$ cat config.mk
export PLATFORM = sky130hd
export DESIGN_NAME = llsc_resv_tracker
export DESIGN_NICKNAME = d
export VERILOG_FILES = /design/src/rtl/llsc_pkg.sv /design/src/rtl/llsc_slot.sv /design/src/rtl/llsc_decide.sv /design/src/rtl/llsc_resv_tracker.sv
export SDC_FILE = /design/constraint.sdc
export NUM_CORES = 1
export LEC_CHECK = 0
export BUFFER_PORTS_ARGS = -buffer_cell sky130_fd_sc_hd__clkbuf_2
export CAP_MARGIN = 5
export CORE_MARGIN = 2
export CORE_UTILIZATION = 54
export DETAILED_ROUTE_END_ITERATION = 12
export PLACE_DENSITY = 0.76
export SLEW_MARGIN = 10
export SYNTH_ARGS = -nofsm -noshare
export SYNTH_HDL_FRONTEND = slang
export SYNTH_HIERARCHICAL = 1
export SYNTH_SLANG_ARGS = --single-unit
$ cat constraint.sdc
create_clock -name clk -period 1.9 [get_ports clk]
set_input_delay 0.095 -clock clk [delete_from_list [all_inputs] [get_ports clk]]
set_output_delay 0.095 -clock clk [all_outputs]
set_load 0.05 [all_outputs]
$ cat src/rtl/llsc_pkg.sv
package llsc_pkg;

    typedef enum logic [1:0] {
        OP_LOAD   = 2'd0,
        OP_LL     = 2'd1,
        OP_STORE  = 2'd2,
        OP_SC     = 2'd3
    } op_kind_e;

    typedef enum logic {
        SLOT_IDLE = 1'b0,
        SLOT_HELD = 1'b1
    } slot_state_e;

endpackage

$ cat src/rtl/llsc_slot.sv
module llsc_slot
    import llsc_pkg::*;
#(
    parameter int ADDR_W   = 32,
    parameter int BLK_BITS = 4
) (
    input  logic              clk,
    input  logic              rst_n,
    input  logic              arm,
    input  logic              drop,
    input  logic              kill,
    input  logic [ADDR_W-1:0] req_addr,
    output logic              held,
    output logic              hit
);
    localparam logic [ADDR_W-1:0] BLK_MASK = ~((ADDR_W'(1) << BLK_BITS) - ADDR_W'(1));

    slot_state_e       state_q, state_d;
    logic [ADDR_W-1:0] blk_q, blk_d;
    logic [ADDR_W-1:0] req_blk;

    assign req_blk = req_addr & BLK_MASK;

    always_comb begin
        state_d = state_q;
        blk_d   = blk_q;
        unique case (state_q)
            SLOT_IDLE: begin
                if (arm) begin              // ARM
                    state_d = SLOT_HELD;
                    blk_d   = req_blk;
                end
            end
            SLOT_HELD: begin
                if (arm) begin              // REARM
                    blk_d = req_blk;
                end else if (drop || kill) begin  // CONSUME / SNOOP_KILL
                    state_d = SLOT_IDLE;
                end
            end
        endcase
    end

    always_ff @(posedge clk or negedge rst_n) begin
        if (!rst_n) begin
            state_q <= SLOT_IDLE;
            blk_q   <= '0;
        end else begin
            state_q <= state_d;
            blk_q   <= blk_d;
        end
    end

    always_comb begin
        held = (state_q == SLOT_HELD);
        hit  = held && (blk_q == req_blk);
    end

endmodule

$ cat src/rtl/llsc_decide.sv
module llsc_decide
    import llsc_pkg::*;
#(
    parameter int CTX_W = 2
) (
    input  logic                 req_valid,
    input  op_kind_e             req_op,
    input  logic [CTX_W-1:0]     req_ctx,
    input  logic [(1<<CTX_W)-1:0] hit,
    output logic                 mem_we,
    output logic                 sc_resp_valid,
    output logic                 sc_ok,
    output logic [(1<<CTX_W)-1:0] arm,
    output logic [(1<<CTX_W)-1:0] drop,
    output logic [(1<<CTX_W)-1:0] kill
);
    localparam int NUM_CTX = 1 << CTX_W;

    logic [NUM_CTX-1:0] ctx_sel;

    assign ctx_sel = NUM_CTX'(1) << req_ctx;

    always_comb begin
        mem_we        = 1'b0;
        sc_resp_valid = 1'b0;
        sc_ok         = 1'b0;
        arm           = '0;
        drop          = '0;
        kill          = '0;
        if (req_valid) begin
            unique case (req_op)
                OP_LOAD: begin
                end
                OP_LL: begin
                    arm = ctx_sel;
                end
                OP_STORE: begin
                    mem_we = 1'b1;
                    kill   = hit;
                end
                OP_SC: begin
                    sc_resp_valid = 1'b1;
                    sc_ok         = hit[req_ctx];
                    mem_we        = hit[req_ctx];
                    drop          = ctx_sel;
                    kill          = hit[req_ctx] ? hit : '0;
                end
            endcase
        end
    end

endmodule

$ cat src/rtl/llsc_resv_tracker.sv
module llsc_resv_tracker
    import llsc_pkg::*;
#(
    parameter int ADDR_W   = 32,
    parameter int CTX_W    = 2,
    parameter int BLK_BITS = 4
) (
    input  logic              clk,
    input  logic              rst_n,
    input  logic              req_valid,
    input  logic [1:0]        req_kind,
    input  logic [ADDR_W-1:0] req_addr,
    input  logic [CTX_W-1:0]  req_ctx,
    output logic              mem_we,
    output logic              sc_resp_valid,
    output logic              sc_ok
);
    localparam int NUM_CTX = 1 << CTX_W;

    logic [NUM_CTX-1:0] slot_hit;
    logic [NUM_CTX-1:0] slot_held;
    logic [NUM_CTX-1:0] slot_arm;
    logic [NUM_CTX-1:0] slot_drop;
    logic [NUM_CTX-1:0] slot_kill;

    llsc_decide #(
        .CTX_W (CTX_W)
    ) u_decide (
        .req_valid     (req_valid),
        .req_op        (op_kind_e'(req_kind)),
        .req_ctx       (req_ctx),
        .hit           (slot_hit),
        .mem_we        (mem_we),
        .sc_resp_valid (sc_resp_valid),
        .sc_ok         (sc_ok),
        .arm           (slot_arm),
        .drop          (slot_drop),
        .kill          (slot_kill)
    );

    for (genvar g = 0; g < NUM_CTX; g++) begin : g_slot
        llsc_slot #(
            .ADDR_W   (ADDR_W),
            .BLK_BITS (BLK_BITS)
        ) u_slot (
            .clk      (clk),
            .rst_n    (rst_n),
            .arm      (slot_arm[g]),
            .drop     (slot_drop[g]),
            .kill     (slot_kill[g]),
            .req_addr (req_addr),
            .held     (slot_held[g]),
            .hit      (slot_hit[g])
        );
    end

endmodule

# == Yosys cells after proc, flatten, opt, wreduce, memory -nomap -nowiden ==
# Index checks and enable logic that the tools add are counted.
# totals
latchBits,0
elab_cells,64
ram_bits,0
in_bits,39
mem_count,0
mem_bits_ro,0
reg_bits,132
# classes
n_eq_ne,7
n_reduce_logical,8
shifts,1
magnitude_cmp,1
n_mux,35
n_bitwise,4
mul,0
div,0
n_addsub,0
# op_table
operator,n
$eq 32x32->1,4
$mux 32,4
$mux 4,6
$mux 1,18
$pmux 1 s2,5
$pmux 4 s2,1
$eq 2x2->1 const B,2
$logic_and 1x1->1,4
$logic_or 1x1->1,4
$not 1->1,4
$shl 1x2->4 const A,1
$lt 2x3->1 const B,1
$bmux 1 s2,1
$eq 2x1->1 const B,1

# == Depth between registers and ports, before layout ==
# Gate-level depths: netlist of the first run.
# logic_depth
word_depth,11
depth_mapped,9
mapped_depth_nobuf,9

# == Cells and area by module ==
# Netlist of the first run, hierarchy kept.
# by_module_without_submodules
module,instances,area_per_inst_um2,cells_per_inst
llsc_slot,4,1381.3,100
llsc_decide,1,166.4,29

# == Least setup slack after synthesis of the first run ==
# No wires, ideal clock.
# synth_path
path_type,register -> output
start,register g_slot[2].u_slot.blk_q[23]
end,output port mem_we
required_time_ns,1.805
t_arrival_ns,1.907
n_path_buf,0
path_stages_with_launch,8
slack_ns,-0.102
path_cell_list,dfrtp_1 > xor2_1 > nor4_1 > nand3_1 > nor4_2 > mux2i_1 > a31oi_2 > and2_1
# synth_via
elab_chain_cells,6
# synth_lines
element,line,rtl
from (decl),llsc_slot.sv:19,"logic [ADDR_W-1:0] blk_q, blk_d;"
from (signal assigned),llsc_slot.sv:50,blk_q <= blk_d;
$eq 32x32->1,llsc_slot.sv:56,hit = held && (blk_q == req_blk);
$logic_and 1x1->1,llsc_slot.sv:56,
via slot_hit[2],llsc_resv_tracker.sv:20,logic [NUM_CTX-1:0] slot_hit;
$bmux 1 s2,llsc_decide.sv:44,mem_we = hit[req_ctx];
$mux 1 (not written as such),llsc_decide.sv:44,
$pmux 1 s2,llsc_decide.sv:31,unique case (req_op)
$mux 1,llsc_decide.sv:30,if (req_valid) begin
to (decl),llsc_resv_tracker.sv:14,"output logic mem_we,"
# The timed path passes the listed nets, and every way through them passes these cells. The select of a mux whose other input is x is not followed.

# == Final worst setup path of the first run ==
# layout_path
start,register g_slot[3].u_slot.blk_q[24]
end,output port mem_we
# layout_via
elab_chain_cells,6
# layout_lines
element,line
from (decl),llsc_slot.sv:19
from (signal assigned),llsc_slot.sv:50
$eq 32x32->1,llsc_slot.sv:56
$logic_and 1x1->1,llsc_slot.sv:56
via slot_hit[3],llsc_resv_tracker.sv:20
$bmux 1 s2,llsc_decide.sv:44
$mux 1 (not written as such),llsc_decide.sv:44
$pmux 1 s2,llsc_decide.sv:31
$mux 1,llsc_decide.sv:30
# The timed path passes the listed nets, and every way through them passes these cells. The select of a mux whose other input is x is not followed.

==> impl_metrics.ini, run 1 <==
[yosys]
syn_area_per_cell_um2 = 13.27
yosysUniqueCellTypes = 24
syn-cell-area_um2 = 5692
synth_seq_area_share_pct = 51.00
synth_nets = 468
synth_top_cell_area_share_pct = 51.00
yosys_warnings = 6
syn_inst = 429
synth_area_leaders = dfrtp_1, mux2_2, xor2_1
synth_seq_cells = 116
synth_top_cell_by_area = dfrtp_1

[timing]
tightestPinTransition_ps = 571.8
final_max_slew_viol_count = 0
fmax_mhz = 360.2
fin_ws_ps = -876.4
hold_viol = 0
fin_skew_ps = 7.580
rsz0062_at_grt = yes
final-setup-viol-count = 6
relSlewSlack_pct = 61.88
period_share_pct = 146.1
period_minus_slack_ps = 2776

[detailed_routing]
drt_iter0_markers = 163
drc = 0
dr_total_vias = 3745
ant_nets = 0
totalWireLength_um = 12310
wire_per_inst_um = 18.02
vias_per_cell = 5.483
drt_first_pass_iters = 4

[place]
postPlaceCellArea_um2 = 6242
place_inst = 617
port_buffers = 37
dp_slack_ps = -433.7
dp_hpwl_um = 7490
routabilityCongestion = 0.8712

[outcome]
status = complete, but fails checks
violations = negative setup slack

[power]
ir_drop_mv = 0.6537
power_density_nw_per_um2 = 1131
fin_total_pwr_w = 0.008233
leakage_nw = 3.209

[global_routing]
overflow = 0
grt_pass1_vias = 3996
grt_pass1_wl_um = 20270
grt_max_degree = 45
antenna_found_initial = 0
grt_use_total_pct = 23.28

[critical_path]
crit_path_start_kind = flip-flop
cp-end-kind = primary output
cp.arrival_ps = 2680
critPathKind = flip-flop to primary output
cp_max_fo = 2
cp.required_ps = 1800

[layout]
final_area_um2 = 7281
n_antenna_cell = 0
fin_cells = 683
fillers = 715
fin_nets = 573
areaGrowthSynthToFinish_pct = 27.92
drive_gt1_share_pct = 43.88

[clock_network]
cts_htree_levels = 4
insertion_delay_ps = 520
clock_path_buffers = 2
numCtsBuffers = 17
cts_tree = built
cts_root_buf = clkbuf_8
clk_pin_slew_ps = 60
clock_sinks = 116

[die]
io_pins = 42
rows = 37
start_util_pct = 55.38
fp.dieW_um = 106.7
die_h_um = 106.7
die_area_um2 = 11380
coreArea_um2 = 10280

[hold_path]
hold_path.class = primary input to flip-flop

[job]
maxCapViolations = 0
-- cells in the mapped netlist, drive strengths merged --
master,n
a31oi,1
buf,13
mux2i,2
nand3b,1
nor2,10
dfrtp,116
nor3,6
a21o,4
nand4,12
and3,5
clkinv,1
nor4,20
nand2,5
nand3,6
and2,1
nand2b,1
mux2,112
xor2,76
inv,1
xnor2,36
-- path summary, 6_finish.rpt --
kind	from	to	slack [ps]	cells past startpoint
worst min register to register	g_slot[1].u_slot/held	g_slot[1].u_slot/held	480	1
worst max-delay path	g_slot[3].u_slot/blk_q[24]	mem_we	-880	8
worst min-delay path	req_addr[7]	g_slot[3].u_slot/blk_q[7]	40	3
min in group asynchronous	rst_n	g_slot[0].u_slot/blk_q[21]	120	2
max in group asynchronous	rst_n	g_slot[0].u_slot/blk_q[20]	1020	3
worst max register to register	g_slot[3].u_slot/blk_q[24]	g_slot[3].u_slot/held	-600	10
-- report_power, final --
group | internal (W) | switching [W] | total [W]
clock network | 0.00210 | 0.00111 | 0.00321
registers | 0.00305 | 0.000389 | 0.00344
logic | 0.000911 | 0.000671 | 0.00158
total | 0.00606 | 0.00217 | 0.00823
-- flip-flops by register name (all words and copies together), names as in the netlist --
signal	count
g_slot.u_slot/blk_q	112
g_slot.u_slot/held	4
-- layout make-up --
| cell class | count | area, µm² | share of cell area, % |
|---|---|---|---|
| repair buffers | 99 | 799.5 | 10.98 |
| inverters | 2 | 7.507 | 0.1031 |
| clock inverters | 12 | 153.9 | 2.114 |
| clock buffers | 20 | 455.4 | 6.255 |
| multi-input cells | 298 | 2791 | 38.34 |
| flip-flops and latches | 116 | 2903 | 39.87 |
| well taps | 136 | 170.2 | 2.337 |
-- worst max-delay path: stages (launching register included) --
cell       delay, ps
dfrtp_1          380
xor2_1           150
nor4_1           420
nand4_1          340
nor4_4           230
mux2i_1          160
nand3_1          150
and2_4           170
clkbuf_16        150
-- cell usage in the layout, fill, tap and decap left out, drive strengths merged --
| master | n |
|---|---|
| a21o | 4 |
| a31oi | 1 |
| and2 | 1 |
| and3 | 5 |
| buf | 39 |
| bufinv | 3 |
| clkbuf | 55 |
| clkinv | 7 |
| clkinvlp | 3 |
| dfrtp | 116 |
| dlygate4sd3 | 25 |
| inv | 1 |
| mux2 | 112 |
| mux2i | 2 |
| nand2 | 5 |
| nand2b | 1 |
| nand3 | 6 |
| nand3b | 1 |
| nand4 | 12 |
| nor2 | 10 |
| nor3 | 6 |
| nor4 | 20 |
| xnor2 | 36 |
| xor2 | 76 |
-- cell families after synthesis --
group | share of synthesized area [%]
xor gates and xnor gates | 17.23
buffers and inverters | 1.561
DFF | 51.00
and+or+nand+nor | 6.947
AOI/OAI and AO/OA | 0.7474
muxes | 22.51
-- routing by layer --
| metal | vias to the layer above | part of all wire, % | GRT usage (%) |
|---|---|---|---|
| met1 | 1942 | 44 | 29.14 |
| met4 | 0 | 1.6 | 7.514 |
| li1 | 1733 | - | - |
| met5 | - | 0 | 0 |
| met2 | 54 | 52 | 40.26 |
| met3 | 16 | 2.4 | 5.106 |
-- stage by stage --
step	hold WS [ps]	util, %	setup TNS (ps)
after floorplan	-200.6	-	-41.67
after CTS	29.36	69.92	-3671
after global routing	41.04	70.84	-4333
final	43.12	70.84	-3966
after global placement	124.2	60.74	-2237
after detailed placement	134.4	60.74	-2343
-- timing repair --
| item | CTS | global route |
|---|---|---|
| pin swaps | 4 | 8 |
| setup buffers | 3 | 6 |
| setup endpoints to repair | 6 | 6 |
| hold endpoints to repair | 110 | 0 |
| hold buffers | 25 | 0 |
| resized for setup | 11 | 9 |
(Power assumes the default switching activity.)
==> inputs of run 2 (changes only) <==
CORE_UTILIZATION = 55   (was 54)
SLEW_MARGIN = 5   (was 10)
SYNTH_HIERARCHICAL = default   (was 1)
==> impl_metrics.ini, run 2 <==
[outcome]
status = complete, but fails checks
violations = negative setup slack

[global_routing]
overflow = 0
grt_max_degree = 45
grt_pass1_wl_um = 25860
grt_use_total_pct = 30.25
antenna_found_initial = 0
grt_pass1_vias = 4659

[detailed_routing]
totalWireLength_um = 16730
ant_nets = 0
drt_first_pass_iters = 4
drt_iter0_markers = 224
drc = 0
wire_per_inst_um = 21.56
dr_total_vias = 4367
vias_per_cell = 5.628

[power]
power_density_nw_per_um2 = 1134
leakage_nw = 3.365
ir_drop_mv = 0.8751

[clock_network]
clock_path_buffers = 2
cts_tree = built
cts_root_buf = clkbuf_8
cts_htree_levels = 4
clock_sinks = 116
numCtsBuffers = 17
insertion_delay_ps = 540
clk_pin_slew_ps = 50

[die]
rows = 38
fp.dieW_um = 109.9
io_pins = 42
die_area_um2 = 12080
die_h_um = 109.9
start_util_pct = 56.67
coreArea_um2 = 10890

[timing]
tightestPinTransition_ps = 568.2
period_share_pct = 138.0
fin_ws_ps = -722.3
rsz0062_at_grt = yes
final-setup-viol-count = 6
fin_skew_ps = 9.282
period_minus_slack_ps = 2622
relSlewSlack_pct = 61.77
hold_slack_ps = 24.28
hold_viol = 0
fmax_mhz = 381.3
final_max_slew_viol_count = 0

[yosys]
syn_area_per_cell_um2 = 12.39
synth_seq_area_share_pct = 47.05
syn_inst = 498
synth_common_cells = dfrtp_1, xnor2_1, mux2_2, nand4_1, buf_2
synth_area_leaders = dfrtp_1, mux2_2, xnor2_1
synth_top_cell_area_share_pct = 47.05
yosysUniqueCellTypes = 29
synth_seq_cells = 116
synth_top_cell_by_area = dfrtp_1
synthArstFlopShare_pct = 100.0
synth_nets = 537
synth_edf_count = 0
yosysMostFrequentCell = dfrtp_1
yosys_warnings = 0
syn-cell-area_um2 = 6170
ys.flop_type = dfrtp_1

[critical_path]
crit_path_start = g_slot[0].u_slot.blk_q[13]
rrSetupSlack_ps = -80
timing.reg2reg.worst_path_depth = 7
path_cells = xnor2_2, nand4_1, nor4_4, a32oi_2, a31oi_2, nor3b_4, buf_12
cp_max_fo = 2
critPathMaxStageDelay_ps = 420
cp.arrival_ps = 2530
cp-end-kind = primary output
crit_path_start_kind = flip-flop
cp.required_ps = 1800
r2r_end = g_slot[0].u_slot.held
r2r_start = g_slot[0].u_slot.blk_q[15]
critPathKind = flip-flop to primary output
crit_path_top_delay_cell = dfrtp_1

[place]
place_inst = 718
dp_hpwl_um = 11560
routabilityCongestion = 0.9779
port_buffers = 37

[hold_path]
worstHoldStart = req_addr[17]
hold_end = g_slot[2].u_slot.blk_q[17]
whs_path_depth = 3
hold_path.class = primary input to flip-flop

[layout]
final_common_cell = dfrtp_1
areaGrowthSynthToFinish_pct = 30.08
fin_cells = 776
n_antenna_cell = 0
fin_nets = 665
fillers = 722
drive_gt1_share_pct = 43.87
top_register = g_slot.u_slot.blk_q
largest_reg_flops = 112
final_cell_mix = dfrtp_1, xnor2_1, mux2_2, buf_4, nand4_1

[job]
maxCapViolations = 0
## run 2: changes by cell type after synthesis, moves of 5 or more
cell	before	now
mux2_1	0	19
xnor2_1	36	108
nand3_1	6	13
xor2_1	76	0
buf_6	1	13
mux2_2	112	94
a21oi_1	0	5
buf_2	8	21
and3_1	5	0
nand2_1	4	13
nand4_1	12	42
## run 2: worst max-delay path, delay by kind of cell, from the launching register on
family	cells	cell delay [ps]
simple gates	3	800
flops	1	420
compound gates	2	390
xor+xnor	1	230
buf+inv	1	170
## run 2: where the power goes
| part | switching [W] | leakage (nW) | internal [W] |
|---|---|---|---|
| sequential | 0.000440 | 1.42 | 0.00305 |
| combinational | 0.00108 | 1.66 | 0.00140 |
| clock | 0.00106 | 0.281 | 0.00207 |
## run 2: what timing repair did
item	in CTS	in global routing
setup buffers	0	1
hold buffers	28	0
hold endpoints to repair	160	0
pin swaps	4	10
gates cloned	0	0
resized for setup	6	22
endpoints found under the setup margin	6	6
## run 2: cell type report
cell class | count | area (µm²) | share of cell area, %
multi-input combinational | 338 | 3163 | 39.41
sequential | 116 | 2903 | 36.17
timing repair buffer | 151 | 1206 | 15.03
clock buffer | 24 | 470.5 | 5.862
tap | 140 | 175.2 | 2.183
clock inverter | 5 | 100.1 | 1.247
inverter | 2 | 7.507 | 0.09355
## run 2: worst max-delay path by stage
stage,endpoint,slack [ps],cells after the start
after floorplan,mem_we,-70,6
after detailed placement,mem_we,-300,7
final,mem_we,-720,7
after global placement,mem_we,-260,7
after global routing,mem_we,-820,7
after CTS,mem_we,-780,8
## run 2: per-layer routing
layer	vias to the layer above	part of all wire [%]	GRT usage, %
met1	2215	43	39.21
met2	110	50	49.17
met4	0	3.2	13.20
li1	2011	-	-
met3	31	3.8	6.106
met5	-	0	0
## run 2: cells by family (layout without fill, tap and decap cells)
| group | count (synthesis) | count (layout) | synth area share [%] |
|---|---|---|---|
| mux | 113 | 113 | 20.62 |
| compound gates | 13 | 13 | 1.622 |
| flops | 116 | 116 | 47.05 |
| xor+xnor | 112 | 112 | 16.39 |
| buf+inv | 44 | 182 | 4.989 |
| simple gates | 100 | 100 | 9.329 |
## run 2: stage by stage
| step | setup slack, ps | total power, W | setup TNS (ps) | util [%] | instance area [µm²] |
|---|---|---|---|---|---|
| finish | -722.3 | 0.009101 | -1545 | 73.71 | 8025 |
| global route | -820.0 | 0.009482 | -2000 | 73.71 | 8025 |
| CTS | -782.5 | 0.009020 | -1742 | 72.20 | 7861 |
| detailed placement | -295.0 | 0.005808 | -1071 | 64.10 | 6979 |
| global placement | -259.2 | 0.005702 | -903.4 | 64.10 | 6979 |
| floorplan | -66.63 | 0.004816 | -66.63 | - | 6178 |
